`src/rtl/bitplane_sort_pkg.sv`:
```
package bitplane_sort_pkg;
  localparam int NUM_PHASES = 4;
  localparam int STRIPE_H   = 4;

  typedef enum logic [2:0] {
    PH_IDLE = 3'd0,
    PH_MRC  = 3'd1,
    PH_RLC  = 3'd2,
    PH_ZC   = 3'd3,
    PH_SC   = 3'd4
  } phase_e;
endpackage

```
`src/rtl/bitplane_pass_split.sv`:
```
module bitplane_pass_split #(
  parameter int NBITS   = 32,
  parameter int PLANE_W = 3
) (
  input  logic [NBITS-1:0]         rho_i,
  input  logic [NBITS-1:0]         tau_i,
  input  logic [NBITS-1:0]         delta_i,
  input  logic [NBITS*PLANE_W-1:0] first_nz_i,
  input  logic [PLANE_W-1:0]       plane_i,
  output logic [NBITS-1:0]         spp_o,
  output logic [NBITS-1:0]         mrp_o,
  output logic [NBITS-1:0]         cup_o,
  output logic [NBITS-1:0]         sig_o,
  output logic [NBITS-1:0]         again_o
);
  localparam int CW = PLANE_W + 1;

  logic [CW-1:0] plane_plus1;
  assign plane_plus1 = {1'b0, plane_i} + CW'(1);

  for (genvar i = 0; i < NBITS; i++) begin : g_bit
    logic [CW-1:0] first_ext;
    assign first_ext  = {1'b0, first_nz_i[i*PLANE_W +: PLANE_W]};
    assign mrp_o[i]   = rho_i[i];
    assign spp_o[i]   = ~rho_i[i] & delta_i[i];
    assign cup_o[i]   = ~rho_i[i] & ~delta_i[i];
    assign sig_o[i]   = rho_i[i] ^ tau_i[i];
    assign again_o[i] = rho_i[i] & (first_ext > plane_plus1);
  end
endmodule

```
`src/rtl/bitplane_run_finder.sv`:
```
module bitplane_run_finder
  import bitplane_sort_pkg::*;
#(
  parameter int COLS = 4,
  parameter int ROWS = 8
) (
  input  logic [COLS*ROWS-1:0] cup_i,
  input  logic [COLS*ROWS-1:0] bit_i,
  input  logic [COLS*ROWS-1:0] sig_i,
  output logic [COLS*ROWS-1:0] rlc_o
);
  localparam int STRIPES = ROWS / STRIPE_H;
  localparam int RING_H  = STRIPE_H + 2;
  localparam int RING_N  = 3 * RING_H;

  for (genvar k = 0; k < STRIPES; k++) begin : g_stripe
    for (genvar x = 0; x < COLS; x++) begin : g_col
      logic [RING_N-1:0]   hit;
      logic [STRIPE_H-1:0] col_cup;
      logic [STRIPE_H-1:0] col_bit;
      logic                run_col;

      for (genvar dx = 0; dx < 3; dx++) begin : g_rx
        for (genvar dy = 0; dy < RING_H; dy++) begin : g_ry
          localparam int CX    = x + dx - 1;
          localparam int CY    = k*STRIPE_H + dy - 1;
          localparam bit INNER = (dx == 1) && (dy >= 1) && (dy <= STRIPE_H);
          localparam bit EARLY = (dy == 0) || ((dx == 0) && (dy <= STRIPE_H));
          if (!INNER && CX >= 0 && CX < COLS && CY >= 0 && CY < ROWS) begin : g_in
            if (EARLY) begin : g_early
              assign hit[dx*RING_H+dy] = sig_i[CY*COLS+CX] |
                                         (cup_i[CY*COLS+CX] & bit_i[CY*COLS+CX]);
            end else begin : g_late
              assign hit[dx*RING_H+dy] = sig_i[CY*COLS+CX];
            end
          end else begin : g_out
            assign hit[dx*RING_H+dy] = 1'b0;
          end
        end
      end

      for (genvar r = 0; r < STRIPE_H; r++) begin : g_row
        localparam int IDX = (k*STRIPE_H + r)*COLS + x;
        localparam logic [STRIPE_H-1:0] ABOVE = STRIPE_H'((1 << r) - 1);
        assign col_cup[r] = cup_i[IDX];
        assign col_bit[r] = bit_i[IDX];
        assign rlc_o[IDX] = run_col & ~|(col_bit & ABOVE);
      end

      assign run_col = (&col_cup) & ~|hit;
    end
  end
endmodule

```
`src/rtl/bitplane_phase_seq.sv`:
```
module bitplane_phase_seq
  import bitplane_sort_pkg::*;
(
  input  logic                  clk,
  input  logic                  rst_n,
  input  logic                  start_i,
  output logic                  accept_o,
  output logic [NUM_PHASES-1:0] phase_o
);
  phase_e state_q, state_d;

  assign accept_o = start_i & (state_q == PH_IDLE);

  always_comb begin
    state_d = state_q;
    case (state_q)
      PH_IDLE: if (start_i) state_d = PH_MRC;
      PH_MRC:  state_d = PH_RLC;
      PH_RLC:  state_d = PH_ZC;
      PH_ZC:   state_d = PH_SC;
      PH_SC:   state_d = PH_IDLE;
      default: state_d = PH_IDLE;
    endcase
  end

  always_ff @(posedge clk or negedge rst_n) begin
    if (!rst_n) state_q <= PH_IDLE;
    else        state_q <= state_d;
  end

  always_comb begin
    phase_o = '0;
    case (state_q)
      PH_MRC:  phase_o = 4'b0001;
      PH_RLC:  phase_o = 4'b0010;
      PH_ZC:   phase_o = 4'b0100;
      PH_SC:   phase_o = 4'b1000;
      default: phase_o = '0;
    endcase
  end


  phase_onehot_chk: assert property (@(posedge clk) disable iff (!rst_n)
    $onehot0(phase_o));

  start_go_chk: assert property (@(posedge clk) disable iff (!rst_n)
    (start_i && phase_o == 4'b0000) |=> phase_o == 4'b0001);

  mrc_then_rlc_chk: assert property (@(posedge clk) disable iff (!rst_n)
    phase_o == 4'b0001 |=> phase_o == 4'b0010);

  rlc_then_zc_chk: assert property (@(posedge clk) disable iff (!rst_n)
    phase_o == 4'b0010 |=> phase_o == 4'b0100);

  zc_then_sc_chk: assert property (@(posedge clk) disable iff (!rst_n)
    phase_o == 4'b0100 |=> phase_o == 4'b1000);

  busy_start_ignored_chk: assert property (@(posedge clk) disable iff (!rst_n)
    phase_o != 4'b0000 |=> !phase_o[0]);
endmodule

```
`src/rtl/bitplane_pass_sorter.sv`:
```
module bitplane_pass_sorter
  import bitplane_sort_pkg::*;
#(
  parameter int COLS    = 4,
  parameter int ROWS    = 8,
  parameter int PLANE_W = 3
) (
  input  logic                          clk,
  input  logic                          rst_n,
  input  logic                          start_i,
  input  logic [PLANE_W-1:0]            plane_i,
  input  logic [COLS*ROWS-1:0]          rho_i,
  input  logic [COLS*ROWS-1:0]          tau_i,
  input  logic [COLS*ROWS-1:0]          delta_i,
  input  logic [COLS*ROWS-1:0]          bit_i,
  input  logic [COLS*ROWS*PLANE_W-1:0]  first_nz_i,
  output logic [COLS*ROWS-1:0]          spp_o,
  output logic [COLS*ROWS-1:0]          mrp_o,
  output logic [COLS*ROWS-1:0]          cup_o,
  output logic [COLS*ROWS-1:0]          zc_o,
  output logic [COLS*ROWS-1:0]          rlc_o,
  output logic [COLS*ROWS-1:0]          mrc_o,
  output logic [COLS*ROWS-1:0]          sc_o,
  output logic [COLS*ROWS-1:0]          again_o,
  output logic [COLS*ROWS-1:0]          sig_o,
  output logic [NUM_PHASES-1:0]         phase_o
);
  localparam int N = COLS * ROWS;

  logic [N-1:0] spp_c, mrp_c, cup_c, sig_c, again_c, rlc_c;
  logic [N-1:0] zc_c, sc_c;
  logic         accept;

  logic [N-1:0] spp_q, mrp_q, cup_q, zc_q, rlc_q, mrc_q, sc_q, again_q, sig_q;
  logic [N-1:0] spp_d, mrp_d, cup_d, zc_d, rlc_d, mrc_d, sc_d, again_d, sig_d;
  logic         valid_q, valid_d;

  bitplane_pass_split #(.NBITS(N), .PLANE_W(PLANE_W)) u_split (
    .rho_i      (rho_i),
    .tau_i      (tau_i),
    .delta_i    (delta_i),
    .first_nz_i (first_nz_i),
    .plane_i    (plane_i),
    .spp_o      (spp_c),
    .mrp_o      (mrp_c),
    .cup_o      (cup_c),
    .sig_o      (sig_c),
    .again_o    (again_c)
  );

  bitplane_run_finder #(.COLS(COLS), .ROWS(ROWS)) u_run (
    .cup_i (cup_c),
    .bit_i (bit_i),
    .sig_i (sig_c),
    .rlc_o (rlc_c)
  );

  bitplane_phase_seq u_seq (
    .clk      (clk),
    .rst_n    (rst_n),
    .start_i  (start_i),
    .accept_o (accept),
    .phase_o  (phase_o)
  );

  assign zc_c = spp_c | (cup_c & ~rlc_c);
  assign sc_c = (spp_c | cup_c) & bit_i;

  always_comb begin
    spp_d = spp_q;  mrp_d = mrp_q;  cup_d = cup_q;
    zc_d  = zc_q;   rlc_d = rlc_q;  mrc_d = mrc_q;
    sc_d  = sc_q;   again_d = again_q; sig_d = sig_q;
    valid_d = valid_q;
    if (accept) begin
      spp_d = spp_c;  mrp_d = mrp_c;  cup_d = cup_c;
      zc_d  = zc_c;   rlc_d = rlc_c;  mrc_d = mrp_c;
      sc_d  = sc_c;   again_d = again_c; sig_d = sig_c;
      valid_d = 1'b1;
    end
  end

  always_ff @(posedge clk or negedge rst_n) begin
    if (!rst_n) begin
      spp_q <= '0; mrp_q <= '0; cup_q <= '0;
      zc_q  <= '0; rlc_q <= '0; mrc_q <= '0;
      sc_q  <= '0; again_q <= '0; sig_q <= '0;
      valid_q <= 1'b0;
    end else begin
      spp_q <= spp_d; mrp_q <= mrp_d; cup_q <= cup_d;
      zc_q  <= zc_d;  rlc_q <= rlc_d; mrc_q <= mrc_d;
      sc_q  <= sc_d;  again_q <= again_d; sig_q <= sig_d;
      valid_q <= valid_d;
    end
  end

  assign spp_o = spp_q;  assign mrp_o = mrp_q;  assign cup_o = cup_q;
  assign zc_o  = zc_q;   assign rlc_o = rlc_q;  assign mrc_o = mrc_q;
  assign sc_o  = sc_q;   assign again_o = again_q; assign sig_o = sig_q;

  for (genvar i = 0; i < N; i++) begin : g_chk

    pass_onehot_chk: assert property (@(posedge clk) disable iff (!rst_n)
      valid_q |-> $countones({spp_q[i], mrp_q[i], cup_q[i]}) == 1);
  end


  rlc_in_cup_chk: assert property (@(posedge clk) disable iff (!rst_n)
    (rlc_q & ~cup_q) == '0);

  rlc_zc_excl_chk: assert property (@(posedge clk) disable iff (!rst_n)
    (rlc_q & zc_q) == '0);

  mrc_alone_chk: assert property (@(posedge clk) disable iff (!rst_n)
    (mrc_q & (zc_q | rlc_q | sc_q)) == '0);

  again_in_mrp_chk: assert property (@(posedge clk) disable iff (!rst_n)
    (again_q & ~mrp_q) == '0);

  hold_while_busy_chk: assert property (@(posedge clk) disable iff (!rst_n)
    phase_o != 4'b0000 |=> ($stable(spp_q) && $stable(cup_q) && $stable(rlc_q)
                            && $stable(sig_q)));
endmodule

```
`config.mk`:
```
export PLATFORM = sky130hd
export DESIGN_NAME = bitplane_pass_sorter
export DESIGN_NICKNAME = d
export VERILOG_FILES = /design/src/rtl/bitplane_sort_pkg.sv /design/src/rtl/bitplane_pass_split.sv /design/src/rtl/bitplane_run_finder.sv /design/src/rtl/bitplane_phase_seq.sv /design/src/rtl/bitplane_pass_sorter.sv
export SDC_FILE = /design/constraint.sdc
export NUM_CORES = 1
export LEC_CHECK = 0
export BUFFER_PORTS_ARGS = -buffer_cell sky130_fd_sc_hd__buf_2
export CAP_MARGIN = 5
export CELL_PAD_IN_SITES_DETAIL_PLACEMENT = 0
export CELL_PAD_IN_SITES_GLOBAL_PLACEMENT = 2
export CORE_ASPECT_RATIO = 0.75
export CORE_MARGIN = 4
export CORE_UTILIZATION = 26
export DETAILED_ROUTE_END_ITERATION = 10
export PLACE_DENSITY = 0.74
export SLEW_MARGIN = 15
export SYNTH_ARGS = -nofsm -noshare
export SYNTH_HDL_FRONTEND = slang
export SYNTH_SLANG_ARGS = --single-unit
```
`constraint.sdc`:
```
create_clock -name clk -period 1.99 [get_ports clk]
set_input_delay 0.0995 -clock clk [delete_from_list [all_inputs] [get_ports clk]]
set_output_delay 0.0995 -clock clk [all_outputs]
set_load 0.02 [all_outputs]
```
# Word level (Yosys, flattened, before mapping)
# Cells that the tools add are included.
[classes]
addsub = 1
order_cmp = 32
n_eq_ne = 5
muxes = 3
bitwise = 280
reduce_logical = 65
[ops]
columns = ["cell", "count"]
rows = [
  ["AND 1 bit", 154],
  ["greater-than comparator 3 x 4 -> 1 bit", 32],
  ["AND 32 bit", 2],
  ["NOT 1 bit", 64],
  ["OR 32 bit", 2],
  ["OR reduction 11 bit", 4],
  ["logical NOT 1 bit", 32],
  ["NOT 32 bit", 1],
  ["AND reduction 4 bit", 8],
  ["XOR 1 bit", 32],
  ["OR 1 bit", 25],
  ["OR reduction 3 bit", 8],
  ["OR reduction 6 bit", 4],
  ["one-hot mux 4 bit (4 select lines)", 1],
  ["OR reduction 2 bit", 8],
  ["one-hot mux 3 bit (4 select lines)", 1],
  ["equality test 3 x 2 -> 1 bit, second input constant", 2],
  ["adder 3 x 1 -> 4 bit, second input constant", 1],
  ["equality test 3 x 1 -> 1 bit, second input constant", 1],
  ["equality test 3 bit, second input constant", 1],
  ["logical NOT 3 bit", 1],
  ["two-way mux 3 bit", 1],
  ["!= test 2 bit, second input constant", 1],
]
[word_totals]
ff_bits = 259
output_inout_bits = 292
word_cells = 395

# Logic depth before layout (Yosys ltp)
[logic_depth]
word_depth = 11
mapped_depth = 7
ltp_nobuf = 6

# Modules after synthesis
# A second synthesis with hierarchy kept.
[hier_totals]
hier_cells = 1190
hier_area_um2 = 14326.2
[modules_own_cells]
columns = ["mod", "n_inst", "cells_per_inst", "area_each_um2"]
rows = [
  ["bitplane_pass_sorter", 1, 740, 11023.1],
  ["bitplane_pass_split", 1, 334, 2491.1],
  ["bitplane_run_finder", 1, 100, 629.4],
  ["bitplane_phase_seq", 1, 16, 182.7],
]

# Worst setup path after synthesis
# OpenSTA, ideal clock, no wires.
[synth_timing]
path_kind = "input to register"
start = "input port plane_i[0]"
end = "register again_q[20] (netlist: again_o[20])"
t_arrival_ps = 2481
t_required_ps = 1907
slack_ps = -574
path_stages = 6
n_path_buf = 0
cell_sequence = "ha_1 -> xnor2_1 -> ha_1 -> nand3_1 -> nand3_1 -> o21ai_0"
[synth_via]
elab_chain_cells = 3
[synth_rtl]
columns = ["item", "line", "source"]
rows = [
  ["start, declared", "bitplane_pass_sorter.sv:11", "input logic [PLANE_W-1:0] plane_i,"],
  ["adder 3 x 1 -> 4 bit", "bitplane_pass_split.sv:19", "assign plane_plus1 = {1'b0, plane_i} + CW'(1);"],
  ["greater-than comparator 3 x 4 -> 1 bit", "bitplane_pass_split.sv:28", "assign again_o[i] = rho_i[i] & (first_ext > plane_plus1);"],
  ["AND 1 bit", "bitplane_pass_split.sv:28", ""],
  ["end signal, assigned", "bitplane_pass_sorter.sv:86", "sc_q <= '0; again_q <= '0; sig_q <= '0;"],
  ["end signal, assigned", "bitplane_pass_sorter.sv:91", "sc_q <= sc_d; again_q <= again_d; sig_q <= sig_d;"],
  ["end, declared", "bitplane_pass_sorter.sv:34", "logic [N-1:0] spp_q, mrp_q, cup_q, zc_q, rlc_q, mrc_q, sc_q, again_q, sig_q;"],
]
# No other way between the ends.
# A chain may end at the register's enable or synchronous reset.

# Worst setup path in the final report
[layout_timing]
start = "register u_seq.state_q[0]"
end = "register cup_q[2] (netlist: cup_o[2])"
[layout_via]
elab_chain_cells = 2
[layout_rtl]
columns = ["item", "line", "source"]
rows = [
  ["start, declared", "bitplane_phase_seq.sv:10", "phase_e state_q, state_d;"],
  ["start signal, assigned", "bitplane_phase_seq.sv:28", "else state_q <= state_d;"],
  ["logical NOT 3 bit", "bitplane_phase_seq.sv:12", "assign accept_o = start_i & (state_q == PH_IDLE);"],
  ["AND 1 bit", "bitplane_phase_seq.sv:12", ""],
  ["end signal, assigned", "bitplane_pass_sorter.sv:89", "spp_q <= spp_d; mrp_q <= mrp_d; cup_q <= cup_d;"],
  ["end, declared", "bitplane_pass_sorter.sv:34", ""],
]
# No other way between the ends.

==> impl_results.md <==
* Placer congestion estimate at 0.908
* RSZ-0062 raised after global routing: true
* Multi-input logic area at 6110 um^2
* Syn nets at 1778
* Tcrit/Tclk final at 98.3%
* Longest Clk Path Bufs at 3
* Async S/R FF share, synth at 100%
* Data arrival, critical path at 2390 ps
* Hold Slack at 22.2 ps
* Worst-margin pin slew at 699 ps
* Sequential-to-total area share from yosys stat at 48.6%
* Final Critical Period at 1960 ps
* Height of the die at 204 um
* Hold Crit Class: input port to flip-flop
* Grt total ovfl at 0
* Worst setup EP type: flip-flop
* Leakage power total at 0.0105 uW
* Slowest-stage cell, CP: dlygate4sd3_1
* CP Launch Point: u_seq.state_q[0]
* Req. time, crit path at 2430 ps
* Setup TNS at 0 ps
* Pwr Density at 1270 nW/um^2
* Via count at 13127
* First-pass GRT wire length at 90500 um
* Crit Path Class: flip-flop to flip-flop
* Area Growth Syn to Fin at 49.5%
* Crit path to: cup_o[2]
* Drt pass-1 iters at 5
* Mapped cell area at 13300 um^2
* WL final at 61500 um
* Initial antenna violation count at 10
* Reg2Reg Setup Slack at 30 ps
* Register area at 6480 um^2
* Critical path peak fanout at 36
* TritonCTS clock tree: built
* Fin nets at 2492
* Worst setup SP type: flip-flop
* Pin count of the biggest net entering global routing at 98
* Top_reg_cell synth: dfrtp_1
* Vias per Instance at 4.61
* Core Footprint at 50500 um^2
* Final hold vios at 0
* Worst VDD drop at 0.622 mV
* Final Power at 25400 uW
* Status: completed
* Worst reg2reg path depth at 7
* Endpoints failing setup at 0
* Die width at 270 um
* Fillers at 5156
* Root Buffer: clkbuf_16
* R2R Path Start: u_seq.state_q[0]
* Worst R2R End: cup_o[2]
* Initial core utilization at 26.4%
* Initial DRC count at 746
* Boundary Pins at 522
* CP Cell Sequence: nor2_2, nand3b_1, buf_4, buf_12, nand2_1, o31ai_2, dlygate4sd3_1
* Final Max Slew Viols at 0
* Syn avg cell area at 9.20 um^2
* EDFF count, synth at 0
* Synthesized instance count at 1451
* Max-slew headroom at 53.4%
* DRC viols at 0
* Yosys reg bits at 259
* Fmax at 511 MHz
* Max-Cap Viols at 0
* Distinct cell type count after synthesis at 55
* Core Rows at 71
* Die Area at 55100 um^2
* Yosys warns at 0
* Cts bufs inserted at 29
* GRT Total Usage at 21.6%
* Vias in the first global route at 13704
* Worst-path clk slew at 60 ps
* H-Tree Level Count at 1
* Share of cells above drive strength 1 at 32.3%
* DPL Wire Length at 47900 um
* Clk_skew at 8.03 ps
* Clk sinks at 259
* Routed len/inst at 21.6 um
* Antenna Nets Post-Route at 0
* IO Port Bufs at 521
* Clock Latency Late Sink at 560 ps
* CP max stage delay at 560 ps
how the worst min path moves through the flow:
stage | startpoint | endpoint | slack (ps) | cells past startpoint
floorplan | rst_n | again_o[0] | -200 | 0
global placement | rst_n | sc_o[6] | 170 | 1
detailed placement | rst_n | sc_o[6] | 170 | 1
CTS | first_nz_i[46] | again_o[15] | 0.2 | 5
global route | rho_i[1] | cup_o[1] | 20 | 4
finish | rho_i[21] | mrc_o[21] | 20 | 4
report_power, final:
group	switching (uW)	total (uW)	internal, uW
registers	1190	8410	7230
clock network	2290	5430	3140
logic	7600	11500	3940
total	11100	25400	14300
final cells by class:
| cell class | instances | area share [%] |
|---|---|---|
| timing repair buffer | 795 | 26.7 |
| inverter | 71 | 1.34 |
| sequential | 259 | 32.5 |
| tap | 657 | 4.12 |
| clock inverter | 9 | 0.520 |
| clock buffer | 40 | 4.14 |
| antenna | 5 | 0.0627 |
| multi-input combinational | 1009 | 30.6 |
cells by family after synthesis:
kind of cell	share of synthesized area (%)
adder cells (fa/ha/maj)	9.09
AO/OA/AOI/OAI	11.0
AND/OR/NAND/NOR	22.2
flip-flops	48.6
XOR/XNOR	2.22
buffers and inverters	6.23
multiplexers	0.675
cell usage in the layout (no fill, tap or decap), types with 17 or more instances in the layout:
| cell | count |
|---|---|
| a21o_1 | 33 |
| a21oi_1 | 73 |
| buf_12 | 17 |
| buf_2 | 520 |
| buf_4 | 87 |
| clkbuf_16 | 30 |
| dfrtp_1 | 259 |
| dlygate4sd3_1 | 168 |
| ha_1 | 97 |
| inv_1 | 71 |
| nand2_1 | 360 |
| nand3_1 | 69 |
| nand3b_1 | 64 |
| nor2_1 | 65 |
| o21ai_0 | 53 |
| o31ai_1 | 39 |
| xnor2_1 | 29 |
synth_stat cells, types with 17 or more instances:
master / number / share of area [%]
nand2_1: 360 / 10
dfrtp_1: 259 / 49
ha_1: 97 / 9.1
a21oi_1: 74 / 2.8
inv_1: 71 / 2.0
clkbuf_1: 69 / 1.9
nand3_1: 69 / 2.6
nor2_1: 67 / 1.9
nand3b_1: 64 / 3.6
o21ai_0: 55 / 2.1
o31ai_1: 41 / 2.3
a21o_1: 33 / 1.9
buf_4: 33 / 1.9
xnor2_1: 30 / 2.0
nor4_1: 17 / 0.80
sequential cells by signal, summed over array words and instances (netlist names):
name / flops
rlc_o: 32
again_o: 32
zc_o: 32
u_seq.state_q: 3
mrc_o: 32
sc_o: 32
cup_o: 32
spp_o: 32
sig_o: 32
worst max-delay path, delay by kind of cell (launching register included):
family,cells,cell delay [ps]
AND/OR/NAND/NOR,3,440
flip-flops,1,390
buffers and inverters,3,910
AO/OA/AOI/OAI,1,70
per-stage QoR:
step / utilization [%] / instance area, um^2 / std cells / setup slack, ps
floorplan: - / 13400 / 1451 / 63.6
global placement: 34.2 / 17200 / 2621 / -74.0
detailed placement: 34.2 / 17200 / 2621 / -58.1
CTS: 39.4 / 19900 / 2838 / 10.1
global route: 39.5 / 19900 / 2842 / -60.1
finish: 39.5 / 20000 / 2845 / 34.3
routing by layer:
| layer | track usage, % | part of all wire, % | vias to the layer above |
|---|---|---|---|
| met4 | 3.53 | 1.8 | 8 |
| met2 | 38.3 | 49 | 384 |
| met5 | 0 | 0.076 | - |
| met1 | 27.1 | 43 | 6356 |
| met3 | 5.82 | 6.6 | 55 |
| li1 | - | - | 6324 |
timing repair:
| item | 4_1_cts | 5_1_grt |
|---|---|---|
| hold buffers | 168 | 0 |
| gates resized for setup | 1 | 14 |
| pin swaps | 0 | 1 |
| setup buffers | 0 | 1 |
| hold endpoints to repair | 283 | 0 |
| endpoints found under the setup margin | 1 | 58 |
| gates cloned | 0 | 1 |
No activity file was read; power rests on OpenSTA's default activity.
